--- src/rtl/nand_rr_pkg.sv ---
package nand_rr_pkg;
  typedef enum logic [1:0] {
    BK_CMD  = 2'b00,
    BK_ADDR = 2'b01,
    BK_DOUT = 2'b10
  } bus_kind_e;

  typedef enum logic [2:0] {
    ST_IDLE,
    ST_ENTER,
    ST_ADDR,
    ST_DATA,
    ST_APPLY
  } seq_state_e;

  localparam logic [7:0] CMD_ENTER = 8'h36;
  localparam logic [7:0] CMD_APPLY = 8'h16;
endpackage

--- src/rtl/nand_rr_table.sv ---
module nand_rr_table #(
  parameter int DEPTH = 64,
  localparam int AW = $clog2(DEPTH)
) (
  input  logic          clk_i,
  input  logic          we_i,
  input  logic [AW-1:0] waddr_i,
  input  logic [7:0]    wdata_i,
  input  logic [AW-1:0] raddr_i,
  output logic [7:0]    rdata_o
);
  logic [7:0] mem_q [DEPTH];

  always_ff @(posedge clk_i) begin
    if (we_i) mem_q[waddr_i] <= wdata_i;
  end

  assign rdata_o = mem_q[raddr_i];
endmodule

--- src/rtl/nand_rr_ctrl.sv ---
module nand_rr_ctrl
  import nand_rr_pkg::*;
#(
  parameter int NUM_REGS  = 8,
  parameter int NUM_MODES = 8,
  parameter logic [NUM_REGS*8-1:0] REG_OFFS = 64'hAFAE_ADCD_ABAA_BFCC,
  localparam int MW = $clog2(NUM_MODES) + 1,
  localparam int IW = (NUM_REGS > 1) ? $clog2(NUM_REGS) : 1,
  localparam int AW = $clog2(NUM_MODES * NUM_REGS)
) (
  input  logic          clk_i,
  input  logic          rst_ni,
  input  logic          req_i,
  input  logic [MW-1:0] mode_i,
  output logic          busy_o,
  output logic          done_o,
  output logic          err_o,
  output logic [AW-1:0] tbl_raddr_o,
  input  logic [7:0]    tbl_rdata_i,
  output logic          bus_valid_o,
  output logic [1:0]    bus_kind_o,
  output logic [7:0]    bus_byte_o,
  input  logic          bus_ready_i,
  input  logic          bus_err_i
);
  seq_state_e    state_q;
  logic [MW-1:0] mode_q;
  logic [IW-1:0] idx_q;
  logic          done_q, err_q;

  logic mode_bad;
  assign mode_bad = mode_i >= MW'(NUM_MODES);

  always_ff @(posedge clk_i or negedge rst_ni) begin
    if (!rst_ni) begin
      state_q <= ST_IDLE;
      mode_q  <= '0;
      idx_q   <= '0;
      done_q  <= 1'b0;
      err_q   <= 1'b0;
    end else begin
      done_q <= 1'b0;
      err_q  <= 1'b0;
      if (state_q == ST_IDLE) begin
        if (req_i) begin
          if (mode_bad) err_q <= 1'b1;
          else begin
            mode_q  <= mode_i;
            idx_q   <= '0;
            state_q <= ST_ENTER;
          end
        end
      end else if (bus_err_i) begin
        // abort: drop everything, apply never issued
        state_q <= ST_IDLE;
        err_q   <= 1'b1;
      end else if (bus_ready_i) begin
        unique case (state_q)
          ST_ENTER: state_q <= ST_ADDR;
          ST_ADDR:  state_q <= ST_DATA;
          ST_DATA: begin
            if (idx_q == IW'(NUM_REGS - 1)) state_q <= ST_APPLY;
            else begin
              idx_q   <= idx_q + 1'b1;
              state_q <= ST_ADDR;
            end
          end
          ST_APPLY: begin
            state_q <= ST_IDLE;
            done_q  <= 1'b1;
          end
          default: state_q <= ST_IDLE;
        endcase
      end
    end
  end

  assign tbl_raddr_o = AW'(mode_q) * AW'(NUM_REGS) + AW'(idx_q);

  always_comb begin
    bus_kind_o = BK_CMD;
    bus_byte_o = CMD_ENTER;
    unique case (state_q)
      ST_ADDR: begin
        bus_kind_o = BK_ADDR;
        bus_byte_o = REG_OFFS[idx_q*8 +: 8];
      end
      ST_DATA: begin
        bus_kind_o = BK_DOUT;
        bus_byte_o = tbl_rdata_i;
      end
      ST_APPLY: bus_byte_o = CMD_APPLY;
      default: ;
    endcase
  end

  assign bus_valid_o = state_q != ST_IDLE;
  assign busy_o      = state_q != ST_IDLE;
  assign done_o      = done_q;
  assign err_o       = err_q;

  a_r7_hold_stable: assert property (@(posedge clk_i) disable iff (!rst_ni)
    bus_valid_o && !bus_ready_i && !bus_err_i |=>
      bus_valid_o && $stable(bus_kind_o) && $stable(bus_byte_o));

  a_r2_first_enter: assert property (@(posedge clk_i) disable iff (!rst_ni)
    $rose(busy_o) |-> bus_kind_o == BK_CMD && bus_byte_o == CMD_ENTER);

  a_r6_done_after_apply: assert property (@(posedge clk_i) disable iff (!rst_ni)
    done_o |-> !busy_o && $past(bus_kind_o) == BK_CMD && $past(bus_byte_o) == CMD_APPLY);

  a_r6_done_single: assert property (@(posedge clk_i) disable iff (!rst_ni)
    done_o |=> !done_o);

  a_r3_addr_then_data: assert property (@(posedge clk_i) disable iff (!rst_ni)
    bus_valid_o && bus_kind_o == BK_ADDR && bus_ready_i && !bus_err_i |=>
      bus_kind_o == BK_DOUT);

  a_r8_reject_idle: assert property (@(posedge clk_i) disable iff (!rst_ni)
    !busy_o && req_i && mode_bad |=> err_o && !busy_o);

  a_r9_abort_clean: assert property (@(posedge clk_i) disable iff (!rst_ni)
    bus_valid_o && bus_err_i |=> !bus_valid_o && err_o && !done_o);
endmodule

--- src/rtl/nand_rr_seq.sv ---
module nand_rr_seq #(
  parameter int NUM_REGS  = 8,
  parameter int NUM_MODES = 8,
  parameter logic [NUM_REGS*8-1:0] REG_OFFS = 64'hAFAE_ADCD_ABAA_BFCC,
  localparam int MW = $clog2(NUM_MODES) + 1,
  localparam int DEPTH = NUM_MODES * NUM_REGS,
  localparam int AW = $clog2(DEPTH)
) (
  input  logic          clk_i,
  input  logic          rst_ni,
  input  logic          req_i,
  input  logic [MW-1:0] mode_i,
  output logic          busy_o,
  output logic          done_o,
  output logic          err_o,
  input  logic          tbl_we_i,
  input  logic [AW-1:0] tbl_waddr_i,
  input  logic [7:0]    tbl_wdata_i,
  output logic          bus_valid_o,
  output logic [1:0]    bus_kind_o,
  output logic [7:0]    bus_byte_o,
  input  logic          bus_ready_i,
  input  logic          bus_err_i
);
  logic [AW-1:0] tbl_raddr;
  logic [7:0]    tbl_rdata;

  nand_rr_table #(.DEPTH(DEPTH)) u_table (
    .clk_i   (clk_i),
    .we_i    (tbl_we_i),
    .waddr_i (tbl_waddr_i),
    .wdata_i (tbl_wdata_i),
    .raddr_i (tbl_raddr),
    .rdata_o (tbl_rdata)
  );

  nand_rr_ctrl #(
    .NUM_REGS (NUM_REGS),
    .NUM_MODES(NUM_MODES),
    .REG_OFFS (REG_OFFS)
  ) u_ctrl (
    .clk_i       (clk_i),
    .rst_ni      (rst_ni),
    .req_i       (req_i),
    .mode_i      (mode_i),
    .busy_o      (busy_o),
    .done_o      (done_o),
    .err_o       (err_o),
    .tbl_raddr_o (tbl_raddr),
    .tbl_rdata_i (tbl_rdata),
    .bus_valid_o (bus_valid_o),
    .bus_kind_o  (bus_kind_o),
    .bus_byte_o  (bus_byte_o),
    .bus_ready_i (bus_ready_i),
    .bus_err_i   (bus_err_i)
  );
endmodule

--- config.mk ---
export PLATFORM = sky130hd
export DESIGN_NAME = nand_rr_seq
export DESIGN_NICKNAME = d
export VERILOG_FILES = /design/src/rtl/nand_rr_pkg.sv /design/src/rtl/nand_rr_table.sv /design/src/rtl/nand_rr_ctrl.sv /design/src/rtl/nand_rr_seq.sv
export SDC_FILE = /design/constraint.sdc
export NUM_CORES = 1
export LEC_CHECK = 0
export BUFFER_PORTS_ARGS = -buffer_cell sky130_fd_sc_hd__buf_2
export CAP_MARGIN = 20
export CORE_MARGIN = 2
export CORE_UTILIZATION = 45
export CTS_BUF_LIST = sky130_fd_sc_hd__clkbuf_8 sky130_fd_sc_hd__clkbuf_16
export DETAILED_ROUTE_END_ITERATION = 7
export PLACE_DENSITY = 0.61
export SLEW_MARGIN = 20
export SYNTH_ARGS = -nofsm -noshare
export SYNTH_HDL_FRONTEND = slang
export SYNTH_SLANG_ARGS = --single-unit
--- constraint.sdc ---
create_clock -name clk_i -period 2.2 [get_ports clk_i]
set_clock_uncertainty 0.05 [all_clocks]
set_input_delay 0.22 -clock clk_i [delete_from_list [all_inputs] [get_ports clk_i]]
set_output_delay 0.22 -clock clk_i [all_outputs]
set_load 0.03 [all_outputs]
==> flow_metrics.env, run 1 <==
export IMPL_clock_latency_ps=590
export IMPL_synth_nets=1079
export IMPL_yosys_register_bits=523
export IMPL_grt_busiest_layer="met2"
export IMPL_n_fill_cell=3490
export IMPL_rsz0062_at_grt="yes"
export IMPL_worstSetupEndpointType="output pin"
export IMPL_gr_usage_met3=0.0506
export IMPL_period_minus_slack_ps=3360
export IMPL_grt_pass1_wl_mm=77.3
export IMPL_leakage_nw=8.49
export IMPL_min_path_type="input pin to register"
export IMPL_drt_iter0_markers=1273
export IMPL_tightestPinTransition_ps=767
export IMPL_required_ps=1930
export IMPL_report_final_slew_viol_count=0
export IMPL_pre_cts_slack_ps=-616
export IMPL_powerDensity_nw_per_um2=1230
export IMPL_avgSynthCellArea_um2=19.8
export IMPL_hpwl_mm=35.5
export IMPL_routed_via_density=5.84
export IMPL_fp_dieH_um=219
export IMPL_utilization=0.562
export IMPL_fin_crit_sh=1.53
export IMPL_nNetsFinal=1352
export IMPL_synthCells=1049
export IMPL_outcome="complete, but fails checks"
export IMPL_setup_viol=8
export IMPL_h_tree_depth=2
export IMPL_synth_area_leaders="edfxtp_1 74%, mux4_2 12%, mux2i_1 2.2%"
export IMPL_fp_coreArea_um2=45500
export IMPL_drc=0
export IMPL_drv_cap=0
export IMPL_start_kind="register"
export IMPL_cts_sinks=523
export IMPL_grtUsageMet1=0.318
export IMPL_fmaxAchievable_mhz=297
export IMPL_grt_max_degree=65
export IMPL_setup_ws_ps=-1160
export IMPL_grt_pass1_vias=11300
export IMPL_synth_flop_cell="edfxtp_1"
export IMPL_wirelength_mm=53.6
export IMPL_synth_edf_count=512
export IMPL_synth_top_cell_by_area="edfxtp_1"
export IMPL_num_vias=11500
export IMPL_irDropWorstVdd_mv=0.918
export IMPL_clockRootBuffer="clkbuf_16"
export IMPL_std_cell_rows=78
export IMPL_ys_async_sr_fraction=0.0210
export IMPL_grt_ovfl_total=0
export IMPL_yosysWarningCount=0
export IMPL_io_pins=38
export IMPL_area_delta_synth_final_pct=23.0
export IMPL_layout_drive_gt1_share=0.368
export IMPL_diodes=0
export IMPL_grt_use_total=0.229
export IMPL_worstPathArrival_ps=3090
export IMPL_crit_fanout=14
export IMPL_violations="setup timing"
export IMPL_cts_tree="built"
export IMPL_gp_congestion=0.899
export IMPL_clk_path_buf_depth=3
export IMPL_cts_buffers=52
export IMPL_first_pass_iters=6
export IMPL_synth_cell_types=50
export IMPL_whs_ps=89.1
export IMPL_gr_usage_met2=0.359
export IMPL_hold_viol=0
export IMPL_regArea_um2=15700
export IMPL_multi_input_area_um2=4960
export IMPL_ys_seq_area_frac=0.753
export IMPL_initial_utilization=0.457
export IMPL_die_area_um2=47900
export IMPL_totalNegativeSetupSlack_ps=-8820
export IMPL_crit_type="register to output pin"
export IMPL_port_buffers=37
export IMPL_wl_per_cell_um=27.3
export IMPL_antenna_found_initial=0
export IMPL_slew_limit_headroom=0.489
export IMPL_yosysTopAreaCellShare=0.740
export IMPL_drt_antenna_violating_nets=0
export IMPL_die_width_um=219
export IMPL_netlist_area_um2=20800
export IMPL_clk_pin_slew_ps=60
[stage by stage]
step	total power [W]	instance area, um2	instances
2_1_floorplan	0.0173	20900	1049
3_3_place_gp	0.0215	23200	1830
3_5_place_dp	0.0215	23200	1830
4_1_cts	0.0310	25300	1944
5_1_grt	0.0325	25600	1960
6_report	0.0314	25600	1960
[worst paths after layout]
path | from | end | slack [ps] | cells past startpoint
min reg2reg | u_ctrl.state_q[1]$_DFFE_PN0P_ | u_ctrl.done_o$_DFF_PN0_ | 530 | 2
min | tbl_wdata_i[7] | u_table.mem_q[50][7]$_DFFE_PP_ | 90 | 2
max | u_ctrl.idx_q[0]$_DFFE_PN0P_ | bus_byte_o[3] | -1160 | 8
max in group asynchronous | rst_ni | u_ctrl.idx_q[2]$_DFFE_PN0P_ | 540 | 4
max reg2reg | u_ctrl.state_q[0]$_DFFE_PN0P_ | u_ctrl.err_o$_DFF_PN0_ | 170 | 5
min in group asynchronous | rst_ni | u_ctrl.idx_q[1]$_DFFE_PN0P_ | 500 | 3
[synth_stat cells (13+ instances only)]
library cell / n
nor2_1: 74
edfxtp_1: 512
buf_4: 13
a22oi_1: 35
nor2b_1: 18
buf_2: 19
clkbuf_1: 21
nand3_1: 18
a21oi_1: 19
mux4_2: 114
nand2_1: 45
mux2i_1: 46
[registers in the layout (all words and copies together), names as in the netlist]
signal / cells
u_table.mem_q: 512
u_ctrl.idx_q: 3
u_ctrl.mode_q: 3
u_ctrl.state_q: 3
u_ctrl.done_o: 1
u_ctrl.err_o: 1
[critical path, stage by stage, from the launching register on]
cell	delay (ps)
dfrtp_4	430
buf_12	160
buf_16	170
buf_6	110
mux4_2	530
a211o_1	310
o211ai_1	470
a21oi_2	120
buf_6	180
[final cells by class]
type	instances	area share
repair buffers	278	0.0955
clock inverters	35	0.0130
clock buffers	57	0.0541
multi-input cells	462	0.194
inverters	5	0.000881
flip-flops and latches	523	0.613
well taps	600	0.0294
[timing repair]
item | CTS | global route
endpoints found under the setup margin | 11 | 10
hold endpoints to repair | 20 | 0
pin swaps | 3 | 6
gates cloned | 2 | 0
setup buffers | 9 | 19
hold buffers | 12 | 0
resized for setup | 37 | 27
[routing by layer]
| metal | share of wire | routed length, um |
|---|---|---|
| met1 | 0.41 | 22000 |
| met2 | 0.47 | 25300 |
| met3 | 0.082 | 4370 |
| met4 | 0.036 | 1920 |
| met5 | 0 | 0 |
[cell usage in the layout, fill, tap and decap left out, drive strengths merged, types with 12 or more instances in the layout]
cell type    netlist  layout
nand3             18      18
clkbuf            21      58
dlygate4sd3        0      12
nand2             45      45
a22oi             35      35
nor2b             18      18
edfxtp           512     512
mux2i             46      46
inv                5      20
mux2              12      12
a21oi             19      19
nor2              74      74
buf               38     264
mux4             114     114
[where the power goes]
group | leakage [nW] | total (W) | internal, W | switching [W]
Sequential | 4.74 | 0.0113 | 0.0111 | 0.000181
Combinational | 2.85 | 0.0112 | 0.00554 | 0.00570
Clock | 0.897 | 0.00891 | 0.00529 | 0.00362
Total | 8.49 | 0.0314 | 0.0219 | 0.00951
[logic make-up after synthesis]
kind of cell,synth area share
buffers and inverters,0.0161
xor gates and xnor gates,0.000422
AOI/OAI and AO/OA,0.0304
DFF,0.753
adders and majority gates,0.00361
muxes,0.152
and+or+nand+nor,0.0438
(Power assumes the default switching activity.)
==> run 2: changes to the inputs <==
- PLACE_DENSITY: 0.61 -> 0.58
- SKIP_LAST_GASP: not set -> 1
- clock period: 2.2 -> 3.3 ns (I/O delays scaled with it)
==> run 2 against run 1 <==
Effect of this change: the flow still finishes with violations (setup timing); cell count down 4.4%; count of clock-buffer cells in the layout up 1; routed wire length rose by 2.7%; sequential share of layout area up 1.8 points; hold slack improved by 35 ps; combinational power is 37% lower; design area down 2.8%; total power fell by 35%; critical path depth rose by 1; register-to-register slack gained 620 ps; sequential power fell by 32%; via count is 4.0% lower.
==> flow_metrics.env, run 2 (same netlist as run 1, synthesis figures left out) <==
export IMPL_outcome="complete, but fails checks"
export IMPL_violations="setup timing"
export IMPL_grt_max_degree=65
export IMPL_crit_family="multiplexers"
export IMPL_routed_via_density=5.87
export IMPL_n_fill_cell=3544
export IMPL_grt_pass1_vias=11100
export IMPL_cts_buffers=53
export IMPL_antenna_found_initial=0
export IMPL_fmaxAchievable_mhz=287
export IMPL_rr_endpoint="u_ctrl.state_q[2]$_DFFE_PN0P_"
export IMPL_setup_viol=8
export IMPL_nNetsFinal=1263
export IMPL_port_buffers=37
export IMPL_endpoint="bus_byte_o[2]"
export IMPL_start_kind="register"
export IMPL_worstSetupEndpointType="output pin"
export IMPL_required_ps=2920
export IMPL_r2r_start="u_ctrl.state_q[0]$_DFFE_PN0P_"
export IMPL_fp_coreArea_um2=45500
export IMPL_r2r_cells=7
export IMPL_num_vias=11000
export IMPL_critical_path_depth=9
export IMPL_h_tree_depth=2
export IMPL_std_cell_rows=78
export IMPL_clk_pin_slew_ps=60
export IMPL_hold_viol=0
export IMPL_whs_ps=124
export IMPL_io_pins=38
export IMPL_layout_commonest_cell="edfxtp_1"
export IMPL_grt_pass1_wl_mm=78.7
export IMPL_drt_iter0_markers=986
export IMPL_irDropWorstVdd_mv=0.448
export IMPL_wl_per_cell_um=29.4
export IMPL_diodes=0
export IMPL_grt_use_total=0.235
export IMPL_cp_common_cell="buf_6"
export IMPL_powerDensity_nw_per_um2=818
export IMPL_first_pass_iters=5
export IMPL_gp_congestion=0.849
export IMPL_clock_latency_ps=600
export IMPL_slowest_delay_ps=500
export IMPL_path_cells="buf_6, buf_16, buf_12, mux4_2, mux2_4, nand2_1, a41o_1, nand4_1, buf_6"
export IMPL_layout_drive_gt1_share=0.330
export IMPL_wirelength_mm=55.0
export IMPL_die_area_um2=47900
export IMPL_layout_common_cells="512 x edfxtp_1, 115 x buf_4, 114 x mux4_2, 73 x nor2_1, 55 x clkbuf_16"
export IMPL_worstPathArrival_ps=3100
export IMPL_slowest_stage="dfrtp_4"
export IMPL_initial_utilization=0.457
export IMPL_tightestPinTransition_ps=949
export IMPL_regMostFlops="u_table.mem_q"
export IMPL_largest_reg_flops=512
export IMPL_cts_tree="built"
export IMPL_die_width_um=219
export IMPL_leakage_nw=7.99
export IMPL_area_delta_synth_final_pct=19.6
export IMPL_clockRootBuffer="clkbuf_16"
export IMPL_drt_antenna_violating_nets=0
export IMPL_slew_limit_headroom=0.367
export IMPL_crit_type="register to output pin"
export IMPL_grt_ovfl_total=0
export IMPL_hpwl_mm=35.6
export IMPL_path_buf_inv=4
export IMPL_drc=0
export IMPL_setup_ws_ps=-183
export IMPL_fin_crit_sh=1.06
export IMPL_report_final_slew_viol_count=0
export IMPL_clk_path_buf_depth=3
export IMPL_period_minus_slack_ps=3480
export IMPL_cts_sinks=523
export IMPL_r2r_setup_slack_ps=790
export IMPL_power_w=0.0203
export IMPL_crit_fanout=6
export IMPL_drv_cap=0
export IMPL_fp_dieH_um=219
export IMPL_rsz0062_at_grt="yes"
export IMPL_worstSetupStartpoint="u_ctrl.idx_q[0]$_DFFE_PN0P_"
export IMPL_min_path_type="input pin to async pin"
==> run 2: cell count changes in the layout (fill, tap and decap cells not counted), sizes merged <==
cell         change
buf             -89
clkinv           +9
bufinv           -5
bufbuf           +1
clkinvlp         -1
dlygate4sd3      -1
inv              -1
==> run 2: where the power goes <==
group / leakage (nW) / switching, W / internal, W / total (W)
registers: 4.74 / 0.000227 / 0.00740 / 0.00763
logic: 2.40 / 0.00374 / 0.00329 / 0.00703
clock network: 0.852 / 0.00244 / 0.00321 / 0.00565
==> run 2: layout make-up <==
cell class	count	area, um2	share of cell area
Sequential cell	523	15700	0.631
Multi-Input combinational cell	462	5020	0.202
Timing Repair Buffer	188	1760	0.0709
Clock buffer	58	1420	0.0571
Tap cell	600	751	0.0302
Clock inverter	37	210	0.00846
Inverter	5	18.8	0.000756
==> run 2: how the worst min path moves through the flow <==
stage / slack, ps / depth (start not counted) / from / to
5_1_grt: 120 / 2 / rst_ni / u_ctrl.state_q[2]$_DFFE_PN0P_
6_report: 120 / 2 / rst_ni / u_ctrl.state_q[2]$_DFFE_PN0P_
3_3_place_gp: 180 / 1 / rst_ni / u_ctrl.state_q[2]$_DFFE_PN0P_
2_1_floorplan: -20 / 0 / rst_ni / u_ctrl.done_o$_DFF_PN0_
3_5_place_dp: 200 / 1 / rst_ni / u_ctrl.state_q[2]$_DFFE_PN0P_
4_1_cts: 90 / 2 / rst_ni / u_ctrl.state_q[2]$_DFFE_PN0P_
==> run 2: through the flow <==
| stage | std cells | TNS [ps] | util | cell area [um2] | setup WS [ps] |
|---|---|---|---|---|---|
| final | 1873 | -955 | 0.546 | 24800 | -183 |
| after global routing | 1873 | -1460 | 0.546 | 24800 | -270 |
| after CTS | 1862 | -1030 | 0.542 | 24600 | -167 |
| after detailed placement | 1740 | 0 | 0.492 | 22400 | 182 |
| after global placement | 1739 | 0 | 0.492 | 22400 | 216 |
| after floorplan | 1049 | 0 | - | 20800 | 659 |
==> run 2: timing repair <==
item / in CTS / in global routing
endpoints found under the hold margin: 18 / 0
hold buffers: 11 / 0
gates resized for setup: 61 / 24
gates cloned: 5 / 0
pin swaps: 13 / 7
endpoints found under the setup margin: 8 / 8
setup buffers: 12 / 11
==> run 2: layer usage <==
metal	part of all wire	GRT usage
met1	0.41	0.322
met2	0.48	0.372
met3	0.075	0.0577
met4	0.034	0.0784
met5	0	0
==> run 3: changes to the inputs <==
- SETUP_SLACK_MARGIN: not set -> 0.05
==> run 3 against run 2 <==
Effect of this change: the run still ends with setup timing left; die area is the same; sequential power barely moved; total power fell by 0.74%; design area decreased by 0.37%; combinational power decreased by 2%; setup slack worse by 26 ps; register-to-register slack is essentially flat; critical path type unchanged; largest power group unchanged.
==> flow_metrics.env, run 3 (same netlist as run 1, synthesis figures left out) <==
export IMPL_powerDensity_nw_per_um2=815
export IMPL_initial_utilization=0.457
export IMPL_drt_iter0_markers=1068
export IMPL_n_fill_cell=3552
export IMPL_required_ps=2920
export IMPL_fmaxAchievable_mhz=285
export IMPL_hold_viol=0
export IMPL_setup_ws_ps=-208
export IMPL_clk_path_buf_depth=3
export IMPL_regMostFlops="u_table.mem_q"
export IMPL_grt_max_degree=65
export IMPL_regArea_um2=15700
export IMPL_die_area_um2=47900
export IMPL_wl_per_cell_um=29.3
export IMPL_first_pass_iters=7
export IMPL_violations="setup timing"
export IMPL_num_vias=11000
export IMPL_cts_sinks=523
export IMPL_min_path_type="input pin to async pin"
export IMPL_fin_crit_sh=1.06
export IMPL_clk_pin_slew_ps=60
export IMPL_gp_congestion=0.849
export IMPL_layout_drive_gt1_share=0.328
export IMPL_fp_dieH_um=219
export IMPL_worstPathArrival_ps=3130
export IMPL_cts_buffers=53
export IMPL_h_tree_depth=2
export IMPL_start_kind="register"
export IMPL_grt_use_total=0.235
export IMPL_report_final_slew_viol_count=0
export IMPL_grt_ovfl_total=0
export IMPL_fp_coreArea_um2=45500
export IMPL_std_cell_rows=78
export IMPL_die_width_um=219
export IMPL_rsz0062_at_grt="yes"
export IMPL_drc=0
export IMPL_grt_pass1_vias=11100
export IMPL_cts_tree="built"
export IMPL_totalNegativeSetupSlack_ps=-956
export IMPL_leakage_nw=7.95
export IMPL_clock_latency_ps=600
export IMPL_crit_fanout=7
export IMPL_antenna_found_initial=0
export IMPL_outcome="complete, but fails checks"
export IMPL_irDropWorstVdd_mv=0.451
export IMPL_worstSetupEndpointType="output pin"
export IMPL_io_pins=38
export IMPL_port_buffers=37
export IMPL_layout_common_cells="512 x edfxtp_1, 115 x buf_4, 114 x mux4_2, 73 x nor2_1, 55 x clkbuf_16"
export IMPL_wirelength_mm=54.8
export IMPL_diodes=0
export IMPL_crit_type="register to output pin"
export IMPL_clockRootBuffer="clkbuf_16"
export IMPL_nNetsFinal=1260
export IMPL_layout_commonest_cell="edfxtp_1"
export IMPL_pre_cts_slack_ps=182
export IMPL_drv_cap=0
export IMPL_area_delta_synth_final_pct=19.1
export IMPL_multi_input_area_um2=5020
export IMPL_power_w=0.0202
export IMPL_period_minus_slack_ps=3510
export IMPL_largest_reg_flops=512
export IMPL_hpwl_mm=35.6
export IMPL_grt_pass1_wl_mm=78.6
export IMPL_routed_via_density=5.88
export IMPL_tightestPinTransition_ps=946
export IMPL_drt_antenna_violating_nets=0
export IMPL_setup_viol=7
export IMPL_slew_limit_headroom=0.369
run 3: cell type report:
class / instances / share of cell area
repair buffers: 185 / 0.0675
clock inverters: 37 / 0.00849
flip-flops and latches: 523 / 0.633
clock buffers: 58 / 0.0573
inverters: 5 / 0.000758
well taps: 600 / 0.0303
multi-input cells: 462 / 0.203
run 3: worst paths after layout:
check                                                    from                              to  slack [ps]  cells past startpoint
worst min-delay path                                   rst_ni   u_ctrl.state_q[2]$_DFFE_PN0P_         120                      2
worst max register to register  u_ctrl.state_q[0]$_DFFE_PN0P_   u_ctrl.state_q[2]$_DFFE_PN0P_         800                      7
worst max-delay path              u_ctrl.idx_q[0]$_DFFE_PN0P_                   bus_byte_o[2]        -210                      9
max in group asynchronous                              rst_ni    u_ctrl.mode_q[0]$_DFFE_PN0P_        2810                      2
min in group clk_i                             tbl_wdata_i[0]  u_table.mem_q[47][0]$_DFFE_PP_         230                      1
worst min register to register  u_ctrl.state_q[1]$_DFFE_PN0P_         u_ctrl.done_o$_DFF_PN0_         520                      1
run 3: stage by stage:
step / std cells / util / area (um2) / hold slack, ps
global placement: 1739 / 0.492 / 22400 / 183
finish: 1870 / 0.544 / 24700 / 123
global route: 1870 / 0.544 / 24700 / 122
detailed placement: 1740 / 0.492 / 22400 / 196
CTS: 1863 / 0.541 / 24600 / 88.7
floorplan: 1049 / - / 20800 / -15.6
run 3: layer usage:
layer / part of all wire / wire (um) / up-vias / GRT usage
li1: - / - / 4652 / -
met1: 0.41 / 22400 / 5804 / 0.321
met2: 0.48 / 26100 / 427 / 0.369
met3: 0.079 / 4320 / 112 / 0.0577
met4: 0.036 / 1990 / 0 / 0.0831
met5: 0 / 0 / - / 0
run 3: timing repair:
action	in CTS	in global routing
pin swaps	12	12
gates resized for setup	59	24
hold endpoints to repair	18	0
hold buffers	11	0
cloned	4	0
setup buffers	13	9
setup endpoints to repair	8	8
run 3: worst max-delay path, stage by stage (launching register included):
cell     delay [ps]
dfrtp_4         500
buf_12          160
buf_12          130
buf_16          130
mux4_2          430
mux2_2          280
nand2_1         110
a41o_1          250
nand4_1         280
buf_6           240
run 3: power breakdown:
part / total [W] / internal, W / switching (W)
Combinational: 0.00688 / 0.00317 / 0.00371
Clock: 0.00565 / 0.00321 / 0.00244
Sequential: 0.00763 / 0.00740 / 0.000229
Total: 0.0202 / 0.0138 / 0.00638
